[src/rtl/xlat_pkg.sv]
package xlat_pkg;
  localparam int VPN_W = 20;
  localparam int PPN_W = 20;
  localparam int OFF_W = 12;
  localparam int VA_W  = VPN_W + OFF_W;
  localparam int PA_W  = PPN_W + OFF_W;

  typedef struct packed {
    logic usr;
    logic wrt;
    logic prs;
  } perm_t;
endpackage

[src/rtl/xlat_slot.sv]
module xlat_slot
  import xlat_pkg::*;
(
  input  logic             clk,
  input  logic             rst_n,
  input  logic             flush,
  input  logic             inv_en,
  input  logic [VPN_W-1:0] inv_vpn,
  input  logic             wr_en,
  input  logic [VPN_W-1:0] wr_vpn,
  input  logic [PPN_W-1:0] wr_ppn,
  input  perm_t            wr_perm,
  input  logic [VPN_W-1:0] cmp_vpn,
  output logic             match,
  output logic             vld,
  output logic [PPN_W-1:0] ppn,
  output perm_t            perm
);
  logic             vld_q, vld_d;
  logic [VPN_W-1:0] vpn_q;
  logic [PPN_W-1:0] ppn_q;
  perm_t            perm_q;
  logic [VPN_W-1:0] next_vpn;

  assign next_vpn = wr_en ? wr_vpn : vpn_q;

  always_comb begin
    vld_d = vld_q;
    if (wr_en) vld_d = 1'b1;
    if (inv_en && (next_vpn == inv_vpn)) vld_d = 1'b0;
    if (flush) vld_d = 1'b0;
  end

  always_ff @(posedge clk or negedge rst_n) begin
    if (!rst_n) vld_q <= 1'b0;
    else        vld_q <= vld_d;
  end

  always_ff @(posedge clk) begin
    if (wr_en) begin
      vpn_q  <= wr_vpn;
      ppn_q  <= wr_ppn;
      perm_q <= wr_perm;
    end
  end

  assign match = vld_q && (vpn_q == cmp_vpn);
  assign vld   = vld_q;
  assign ppn   = ppn_q;
  assign perm  = perm_q;
endmodule

[src/rtl/xlat_victim.sv]
module xlat_victim #(
  parameter int NENT  = 8,
  parameter int IDX_W = (NENT > 1) ? $clog2(NENT) : 1
) (
  input  logic             clk,
  input  logic             rst_n,
  input  logic [NENT-1:0]  vld_vec,
  input  logic             fill,
  input  logic             flush,
  output logic [IDX_W-1:0] victim
);
  logic [IDX_W-1:0] rr_q, rr_d;
  logic [IDX_W-1:0] free_idx;
  logic             any_free;

  always_comb begin
    free_idx = '0;
    any_free = 1'b0;
    for (int i = NENT - 1; i >= 0; i--) begin
      if (!vld_vec[i]) begin
        free_idx = IDX_W'(i);
        any_free = 1'b1;
      end
    end
  end

  assign victim = any_free ? free_idx : rr_q;

  always_comb begin
    rr_d = rr_q;
    if (flush)
      rr_d = '0;
    else if (fill && !any_free)
      rr_d = (rr_q == IDX_W'(NENT - 1)) ? '0 : rr_q + 1'b1;
  end

  always_ff @(posedge clk or negedge rst_n) begin
    if (!rst_n) rr_q <= '0;
    else        rr_q <= rr_d;
  end
endmodule

[src/rtl/xlat_perm.sv]
module xlat_perm
  import xlat_pkg::*;
(
  input  perm_t perm,
  input  logic  user,
  input  logic  write,
  input  logic  wp,
  output logic  fault
);
  logic no_prs, no_usr, no_wrt;

  assign no_prs = !perm.prs;
  assign no_usr = user && !perm.usr;
  assign no_wrt = write && !perm.wrt && (user || wp);
  assign fault  = no_prs || no_usr || no_wrt;
endmodule

[src/rtl/xlat_cache.sv]
module xlat_cache
  import xlat_pkg::*;
#(
  parameter int NENT = 8
) (
  input  logic              clk,
  input  logic              rst_n,
  input  logic              lk_valid,
  input  logic [VA_W-1:0]   lk_vaddr,
  input  logic              lk_write,
  input  logic              lk_user,
  input  logic              lk_wp,
  output logic              lk_done,
  output logic              lk_hit,
  output logic              lk_fault,
  output logic [PA_W-1:0]   lk_paddr,
  output logic              walk_req,
  output logic [VPN_W-1:0]  walk_vpn,
  input  logic              walk_done,
  input  logic              walk_fault,
  input  logic [PPN_W-1:0]  walk_ppn,
  input  logic [2:0]        walk_perm,
  input  logic              root_write,
  input  logic              inv_valid,
  input  logic [VA_W-1:0]   inv_vaddr
);
  localparam int IDX_W = (NENT > 1) ? $clog2(NENT) : 1;

  logic [VPN_W-1:0] lk_vpn, inv_vpn;
  logic [OFF_W-1:0] lk_off;
  logic [NENT-1:0]  hit_vec, vld_vec, wr_vec;
  logic [PPN_W-1:0] slot_ppn  [NENT];
  perm_t            slot_perm [NENT];
  logic [PPN_W-1:0] hit_ppn;
  perm_t            hit_perm, chk_perm, wk_perm;
  logic             any_hit, miss, fill_en, perm_fault;
  logic [IDX_W-1:0] victim;

  assign lk_vpn  = lk_vaddr[VA_W-1:OFF_W];
  assign lk_off  = lk_vaddr[OFF_W-1:0];
  assign inv_vpn = inv_vaddr[VA_W-1:OFF_W];
  assign wk_perm = perm_t'(walk_perm);

  for (genvar g = 0; g < NENT; g++) begin : g_slot
    assign wr_vec[g] = fill_en && (victim == IDX_W'(g));
    xlat_slot u_slot (
      .clk     (clk),
      .rst_n   (rst_n),
      .flush   (root_write),
      .inv_en  (inv_valid),
      .inv_vpn (inv_vpn),
      .wr_en   (wr_vec[g]),
      .wr_vpn  (lk_vpn),
      .wr_ppn  (walk_ppn),
      .wr_perm (wk_perm),
      .cmp_vpn (lk_vpn),
      .match   (hit_vec[g]),
      .vld     (vld_vec[g]),
      .ppn     (slot_ppn[g]),
      .perm    (slot_perm[g])
    );
  end

  always_comb begin
    hit_ppn  = '0;
    hit_perm = '0;
    for (int i = 0; i < NENT; i++) begin
      if (hit_vec[i]) begin
        hit_ppn  = hit_ppn | slot_ppn[i];
        hit_perm = hit_perm | slot_perm[i];
      end
    end
  end

  xlat_victim #(.NENT(NENT), .IDX_W(IDX_W)) u_victim (
    .clk     (clk),
    .rst_n   (rst_n),
    .vld_vec (vld_vec),
    .fill    (fill_en),
    .flush   (root_write),
    .victim  (victim)
  );

  assign any_hit  = |hit_vec;
  assign miss     = lk_valid && !any_hit;
  assign fill_en  = miss && walk_done && !walk_fault;
  assign chk_perm = any_hit ? hit_perm : wk_perm;

  xlat_perm u_perm (
    .perm  (chk_perm),
    .user  (lk_user),
    .write (lk_write),
    .wp    (lk_wp),
    .fault (perm_fault)
  );

  assign lk_hit   = lk_valid && any_hit;
  assign lk_done  = lk_hit || (miss && walk_done);
  assign lk_fault = lk_done && ((miss && walk_fault) || perm_fault);
  assign lk_paddr = {(any_hit ? hit_ppn : walk_ppn), lk_off};
  assign walk_req = miss;
  assign walk_vpn = lk_vpn;
endmodule

[config.mk]
export PLATFORM = sky130hd
export DESIGN_NAME = xlat_cache
export DESIGN_NICKNAME = d
export VERILOG_FILES = /design/src/rtl/xlat_pkg.sv /design/src/rtl/xlat_slot.sv /design/src/rtl/xlat_victim.sv /design/src/rtl/xlat_perm.sv /design/src/rtl/xlat_cache.sv
export SDC_FILE = /design/constraint.sdc
export NUM_CORES = 1
export LEC_CHECK = 0
export BUFFER_PORTS_ARGS = -buffer_cell sky130_fd_sc_hd__buf_4
export CAP_MARGIN = 20
export CORE_ASPECT_RATIO = 1.5
export CORE_UTILIZATION = 58
export CTS_CLUSTER_SIZE = 12
export DETAILED_ROUTE_END_ITERATION = 16
export PLACE_DENSITY = 0.78
export SETUP_SLACK_MARGIN = 0.2
export SLEW_MARGIN = 10
export SYNTH_ARGS = -nofsm -noshare
export SYNTH_HDL_FRONTEND = slang
export SYNTH_SLANG_ARGS = --single-unit
[constraint.sdc]
create_clock -name clk -period 4.4 [get_ports clk]
set_clock_uncertainty 0.2 [all_clocks]
set_input_delay 0.22 -clock clk [delete_from_list [all_inputs] [get_ports clk]]
set_output_delay 0.22 -clock clk [all_outputs]
set_load 0.03 [all_outputs]
==> results.cfg, run 1 <==
[clocking]
tritoncts = built
cts_sinks = 355
cts_buffers = 37
cts_root_buf = clkbuf_16
cts.clk_slew.worst_paths_ns = 0.06
clk_latency_ns = 0.54
htree_levels = 2
clockBufferDepth = 3

[critical_path]
critPathKind = in2out
cp.arrival_ns = 3.63
worstSetupEndpointType = output port
cp.required_ns = 3.98
worstReg2RegEnd = g_slot[2].u_slot.vld
r2r_start = g_slot[3].u_slot.vpn_q[0]
r2r_setup_slack_ns = 0.70
worstRegToRegCells = 11
start_kind = input port
cp_max_fo = 26

[grt]
use_met2 = 0.624
grt_first_pass_wirelength_mm = 86.5
overflow = 0
top_usage_layer = met2
grt_use_total = 0.367
met1_usage = 0.408
met3_usage = 0.0643
antenna_found_initial = 1
grt_max_degree = 31
grt_pass1_vias = 14300

[yosys]
synth_fp_nets = 1745
ys_warn_count = 0
yosys-top-cells-count = edfxtp_1 (184), dfxtp_1 (160), xnor2_1 (143)
synth_cells = 1646
synthDominantCellAreaShare = 0.305
syn_area_per_cell_um2 = 11.0
synth_edf_count = 184
yosysMostFrequentCell = edfxtp_1
synth_area_leader_cell = edfxtp_1
ys_async_sr_fraction = 0.0310
synth_seq_cells = 355
synth_seq_area_share = 0.496
synth_flop_cell = edfxtp_1
yosys-top-cells-area = edfxtp_1 (30%), dfxtp_1 (18%), xnor2_1 (6.9%)
syn-cell-area_um2 = 18100
synth_cell_type_count = 74

[route]
drt_iter0_drc = 1070
wire_per_inst_um = 27.0
drtAntennaViolNets = 0
vias = 14200
viasPerCell = 6.55
wl_mm = 58.6
drt_pass1_iterations = 6
drc_errors = 0

[layout]
fin_util = 0.674
stdcell_area_um2 = 20600
nets = 1843
n_antenna_cell = 0
final.fill_count = 2269
instances_no_fill = 2171
drive_gt1_frac = 0.198
area_delta_synth_final_pct = 13.6

[die]
die-area_um2 = 32000
core-area_um2 = 30500
io_pins = 153
die_w_um = 146
die_h_um = 219
rows = 78
start_util = 0.594

[place]
gp_congestion = 1.03
post-place-ws_ns = 0.393
place_area_um2 = 19100
portBuffers = 116
numPlacedInstances = 2064
dp_hpwl_mm = 38.7

[power_and_ir_drop]
p_seq_frac = 0.493
power_switching_mw = 1.91
p_leak_nw = 7.65
fin_total_pwr_mw = 7.45
clkPwrFrac = 0.381
internal_power_mw = 5.54
powerDensity_nw_per_um2 = 362
combPwrFrac = 0.126
switching_share = 0.257
irDropWorstVdd_mv = 0.266

[run_status]
status = finished, final reports clean

[sta]
tightest_slew_ns = 0.884
finalCritPeriodShare = 0.921
hold_viol_final = 0
clock.fmax_ghz = 0.247
relSlewSlack = 0.405
timing.hold.ws_ns = 0.0303
rsz0062_at_grt = no
layout_min_cycle_time_ns = 4.05
drv_slew = 0
tns_ns = 0
fin_ws_ns = 0.349
setup_violations = 0

[hold_path]
hold_path_depth = 2
hold_start = lk_vaddr[16]
hold_path_end = g_slot[3].u_slot.vpn_q[4]
hold_path.class = in2reg

[flow_run]
cap_violations = 0
## registers in the layout (all words and copies together), names as in the netlist
name	count
g_slot.u_slot.perm	24
u_victim.rr_q	3
g_slot.u_slot.ppn	160
g_slot.u_slot.vld	8
g_slot.u_slot.vpn_q	160
## routing by layer
layer	routed length [µm]	part of all wire
met1	20500	0.35
met2	28200	0.48
met3	4980	0.085
met4	4930	0.084
met5	0	0
## cell families after synthesis
group,count (synthesis),synth area share
buf+inv,195,0.0564
fa+ha+maj,2,0.00138
compound gates,257,0.105
simple gates,458,0.140
mux,119,0.0742
flops,355,0.496
xor+xnor,260,0.127
## worst max-delay path: stages
cell,delay (ns)
dlygate4sd3_1,0.53
buf_4,0.35
buf_4,0.23
xor2_1,0.08
nor2_1,0.10
or4bb_1,0.45
nor4_4,0.31
buf_4,0.33
nor2_1,0.11
nand3_4,0.23
buf_12,0.22
nand4_1,0.12
o21a_1,0.14
buf_4,0.17
## placed cells by master, fill, tap and decap left out, types with 14 or more instances in the layout
| cell type | count |
|---|---|
| clkbuf_16 | 37 |
| edfxtp_1 | 184 |
| xnor2_1 | 143 |
| nand3_1 | 27 |
| nand4_1 | 73 |
| nand2_1 | 141 |
| nor2_1 | 59 |
| o22ai_1 | 20 |
| o21a_1 | 22 |
| xor2_1 | 114 |
| dfxtp_1 | 160 |
| mux2_2 | 103 |
| dlygate4sd3_1 | 41 |
| buf_4 | 158 |
| a21oi_1 | 17 |
| nor4_1 | 46 |
| inv_1 | 42 |
| a221oi_1 | 34 |
| nor3_1 | 14 |
| a22o_1 | 27 |
| o21ai_0 | 34 |
| a22oi_1 | 49 |
| clkbuf_1 | 18 |
## worst max-delay path by stage
stage | depth (start not counted) | from | end
floorplan | 12 | lk_vaddr[22] | g_slot[1].u_slot.perm[0]
global placement | 13 | lk_vaddr[24] | g_slot[7].u_slot.vld
detailed placement | 11 | lk_vaddr[24] | g_slot[3].u_slot.vld
CTS | 13 | lk_vaddr[26] | lk_paddr[17]
global route | 14 | lk_vaddr[18] | lk_fault
finish | 14 | lk_vaddr[18] | lk_paddr[15]
## power groups by stage
stage	sequential [mW]	clock (mW)	combinational [mW]
4_1_cts	3.67	2.85	0.919
5_1_grt	3.68	2.98	0.990
6_report	3.67	2.84	0.941
3_3_place_gp	3.74	0	0.870
3_5_place_dp	3.74	0	0.884
2_1_floorplan	3.72	0	0.618
## layout make-up
type | instances | area [µm²] | share of cell area
Sequential cell | 355 | 9000 | 0.437
Multi-Input combinational cell | 1096 | 8150 | 0.396
Timing Repair Buffer | 204 | 1700 | 0.0824
Clock buffer | 56 | 1010 | 0.0489
Tap cell | 400 | 500 | 0.0243
Inverter | 50 | 188 | 0.00911
Clock inverter | 10 | 53.8 | 0.00261
## repair_timing
| item | CTS | global route |
|---|---|---|
| gates resized for setup | 0 | 3 |
| setup buffers | 0 | 0 |
| hold endpoints to repair | 240 | 0 |
| hold buffers | 41 | 0 |
| endpoints found under the setup margin | 0 | 17 |
Note: power is estimated with default switching activity, not from simulation.
==> inputs of run 2 (changes only) <==
CORE_MARGIN = 2   (was unset)
==> results.cfg, run 2 (same netlist as run 1, synthesis figures left out) <==
[clocking]
tritoncts = built
cts_buffers = 37
htree_levels = 2
cts.clk_slew.worst_paths_ns = 0.06
cts_root_buf = clkbuf_16
cts_setup_buffers = 0
cts_sinks = 355
clk_latency_ns = 0.55
clockBufferDepth = 3

[power_and_ir_drop]
irDropWorstVdd_mv = 0.321
powerDensity_nw_per_um2 = 367
fin_total_pwr_mw = 7.59
p_leak_nw = 7.68

[die]
core-area_um2 = 30900
io_pins = 153
die_w_um = 148
start_util = 0.586
rows = 79
die-area_um2 = 32700
die_h_um = 221

[critical_path]
worstSetupEndpointType = flop
start_kind = input port
cp_max_fo = 20
cp.arrival_ns = 4.21
cp.required_ns = 4.62
critPathKind = in2reg

[grt]
grt_first_pass_wirelength_mm = 86.3
antenna_found_initial = 0
grt_max_degree = 26
overflow = 0
grt_pass1_vias = 14200
grt_use_total = 0.359

[sta]
setup_violations = 0
rsz0062_at_grt = no
relSlewSlack = 0.414
clock.fmax_ghz = 0.251
finalCritPeriodShare = 0.906
layout_min_cycle_time_ns = 3.99
timing.hold.ws_ns = 0.0339
tightest_slew_ns = 0.879
tns_ns = 0
drv_slew = 0
fin_ws_ns = 0.412
hold_viol_final = 0

[route]
viasPerCell = 6.50
drc_errors = 0
drtAntennaViolNets = 0
wl_mm = 59.2
vias = 14200
drt_pass1_iterations = 5
drt_iter0_drc = 1252
wire_per_inst_um = 27.2

[layout]
area_delta_synth_final_pct = 14.0
nets = 1846
mostFrequentLayoutCell = edfxtp_1
final_cell_mix = edfxtp_1 (184), buf_4 (161), dfxtp_1 (160), xnor2_1 (143), nand2_1 (141)
instances_no_fill = 2181
final.fill_count = 2334
stdcell_area_um2 = 20700
drive_gt1_frac = 0.200
fin_util = 0.668
n_antenna_cell = 0

[run_status]
status = finished, final reports clean

[place]
portBuffers = 116
post-place-ws_ns = 0.488
dp_hpwl_mm = 39.7
gp_congestion = 1.01
numPlacedInstances = 2072
place_area_um2 = 19100

[flow_run]
cap_violations = 0

[hold_path]
hold_path.class = in2reg
[run 2: changes by cell type in the layout (fill, tap and decap cells not counted), sizes merged]
cell | before | now
clkinv | 16 | 11
buf | 163 | 166
clkbuf | 56 | 63
[run 2: worst max-delay path, cell delays in order]
cell and delay, ns:
dlygate4sd3_1 0.53, buf_4 0.38, xnor2_1 0.19, nand4_1 0.15, nor4_1 0.07, and4_1 0.26
nor4_2 0.51, nand4_2 0.50, mux2_2 0.49, xnor2_1 0.13, or4_1 0.51, o31a_1 0.24
[run 2: path summary, 6_finish.rpt]
kind	cells after the start	start	endpoint	slack, ns
max	12	lk_vaddr[24]	g_slot[2].u_slot.vld	0.41
min	2	lk_vaddr[22]	g_slot[6].u_slot.vpn_q[10]	0.03
max reg2reg	10	g_slot[0].u_slot.vpn_q[0]	g_slot[2].u_slot.vld	0.63
min reg2reg	2	g_slot[7].u_slot.vpn_q[2]	g_slot[7].u_slot.vpn_q[2]	0.28
max in group asynchronous	3	rst_n	u_victim.rr_q[0]	2.73
min in group asynchronous	3	rst_n	g_slot[1].u_slot.vld	0.71
[run 2: power breakdown]
group          total [mW]  switching (mW)  internal [mW]
Clock                2.97            1.28           1.70
Combinational       0.943           0.570          0.373
Sequential           3.68          0.0988           3.58
Total                7.59            1.94           5.65
[run 2: metal layers]
| metal | global-route usage | share of wire |
|---|---|---|
| met4 | 0.263 | 0.086 |
| met3 | 0.0553 | 0.075 |
| met2 | 0.616 | 0.49 |
| met5 | 0 | 0 |
| met1 | 0.407 | 0.35 |
[run 2: cell type report]
cell class	instances	area [µm²]	share of cell area
Tap cell	405	507	0.0245
Sequential cell	355	9000	0.435
Inverter	50	188	0.00908
Multi-Input combinational cell	1096	8140	0.394
Clock buffer	63	1100	0.0530
Timing Repair Buffer	207	1710	0.0827
Clock inverter	5	32.5	0.00157
[run 2: repair_timing]
item / 4_1_cts / 5_1_grt
setup endpoints to repair: 0 / 14
hold buffers: 41 / 0
hold endpoints to repair: 241 / 0
resized for setup: 0 / 2
==> inputs of run 3 (changes only) <==
CORE_MARGIN = unset   (was 2)
RECOVER_POWER = 50   (was unset)
SLEW_MARGIN = 20   (was 10)
==> results.cfg, run 3 (same netlist as run 1, synthesis figures left out) <==
[run_status]
status = finished, final reports clean

[critical_path]
start_kind = input port
cpPeakStageDelay_ns = 0.92
worstReg2RegEnd = g_slot[4].u_slot.ppn[3]
path_depth = 11
crit_chain = clkbuf_1 > xnor2_1 > nand4_1 > nor4_1 > and4_1 > nor4_4 > buf_4 > nand3_1 > buf_4 > inv_1 > buf_12
r2r_start = g_slot[6].u_slot.vpn_q[15]
worstSetupEndpointType = flop
slowest_stage = clkbuf_1
cp.arrival_ns = 4.21
critPathTopFamily = buffers and inverters
critPathLaunch = lk_vaddr[31]
cp.required_ns = 4.42
worstRegToRegCells = 9
r2r_setup_slack_ns = 0.56
critPathKind = in2reg
cp_max_fo = 23
crit_buf_inv = 5
crit_top_cell = buf_4
endpoint = g_slot[4].u_slot.ppn[3]

[die]
start_util = 0.594
core-area_um2 = 30500
rows = 78
die_w_um = 146
die_h_um = 219
io_pins = 153
die-area_um2 = 32000

[grt]
top_usage_layer = met2
met3_usage = 0.0643
grt_pass1_vias = 14300
met1_usage = 0.408
grt_use_total = 0.367
overflow = 0
grt_first_pass_wirelength_mm = 86.5
antenna_found_initial = 1
grt_max_degree = 31
use_met2 = 0.624

[sta]
drv_slew = 0
finalCritPeriodShare = 0.952
clock.fmax_ghz = 0.239
tns_ns = 0
tightest_slew_ns = 1.30
setup_violations = 0
relSlewSlack = 0.134
rsz0062_at_grt = no
fin_ws_ns = 0.209
timing.hold.ws_ns = 0.0259
hold_viol_final = 0
layout_min_cycle_time_ns = 4.19

[hold_path]
hold_path.class = in2reg
hold_path_depth = 2

[clocking]
cts_buffers = 37
tritoncts = built
cts.clk_slew.worst_paths_ns = 0.06
clockBufferDepth = 3
cts_sinks = 355
clk_latency_ns = 0.54
htree_levels = 2
cts_root_buf = clkbuf_16

[place]
post-place-ws_ns = 0.393
gp_congestion = 1.03
portBuffers = 116
dp_hpwl_mm = 38.7

[power_and_ir_drop]
combPwrFrac = 0.125
irDropWorstVdd_mv = 0.266
internal_power_mw = 5.53
powerDensity_nw_per_um2 = 363
switching_share = 0.257
p_seq_frac = 0.493
fin_total_pwr_mw = 7.44
clkPwrFrac = 0.382
p_leak_nw = 7.58
power_switching_mw = 1.91

[route]
wire_per_inst_um = 26.9
drt_iter0_drc = 1038
drtAntennaViolNets = 0
drt_pass1_iterations = 7
vias = 14300
wl_mm = 58.3
viasPerCell = 6.58
drc_errors = 0

[layout]
n_antenna_cell = 0
mostFrequentLayoutCell = edfxtp_1
final_cell_mix = edfxtp_1 (184), dfxtp_1 (160), xnor2_1 (143), nand2_1 (141), buf_4 (132)
drive_gt1_frac = 0.173
area_delta_synth_final_pct = 12.9
nets = 1843

[flow_run]
cap_violations = 0
[run 3: cell count changes in the layout (fill, tap and decap cells not counted), sizes merged]
| cell | delta |
|---|---|
| clkbuf | +19 |
| buf | -29 |
| clkinv | +5 |
[run 3: metrics by stage]
stage          utilization  instance area [µm²]  cells
2_1_floorplan            -                18100   1646
3_3_place_gp         0.626                19100   2064
3_5_place_dp         0.626                19100   2064
4_1_cts              0.674                20600   2171
5_1_grt              0.671                20500   2171
6_report             0.671                20500   2171
[run 3: per-layer routing]
| layer | vias up | part of all wire |
|---|---|---|
| met2 | 878 | 0.48 |
| met3 | 287 | 0.088 |
| met5 | - | 0 |
| met1 | 6882 | 0.35 |
| li1 | 6235 | - |
| met4 | 0 | 0.086 |
[run 3: final cells by class]
cell class,count,area (µm²)
inverter,50,188
sequential,355,9000
fill,2313,10100
tap,400,500
clock buffer,56,1010
timing repair buffer,204,1600
clock inverter,10,53.8
multi-input combinational,1096,8130
[run 3: what timing repair did]
action                                  in CTS  in global routing
hold endpoints to repair                   240                  0
gates resized for setup                      0                  3
endpoints found under the setup margin       0                 17
buffers inserted                             0                  0
hold buffers                                41                  0
[run 3: how the worst min path moves through the flow]
stage,slack (ns),end,start
final,0.03,g_slot[3].u_slot.vpn_q[4],lk_vaddr[16]
after global routing,0.01,g_slot[3].u_slot.vpn_q[4],lk_vaddr[16]
after CTS,0.0008,g_slot[3].u_slot.vpn_q[19],lk_vaddr[31]
after detailed placement,-0.09,g_slot[6].u_slot.vld,rst_n
after global placement,-0.09,g_slot[6].u_slot.vld,rst_n
after floorplan,-0.28,g_slot[0].u_slot.vld,rst_n
[run 3: worst reg2reg max path, delay by kind of cell (launching register included)]
| kind | cells | cell delay (ns) |
|---|---|---|
| simple gates | 4 | 1.40 |
| buf+inv | 4 | 1.31 |
| flops | 1 | 0.37 |
| xor+xnor | 1 | 0.22 |
[run 3: power by group through the flow]
stage	Clock (mW)	Combinational, mW	Sequential (mW)
global route	2.98	0.977	3.68
global placement	0	0.870	3.74
CTS	2.85	0.919	3.67
detailed placement	0	0.884	3.74
finish	2.84	0.927	3.67
floorplan	0	0.618	3.72
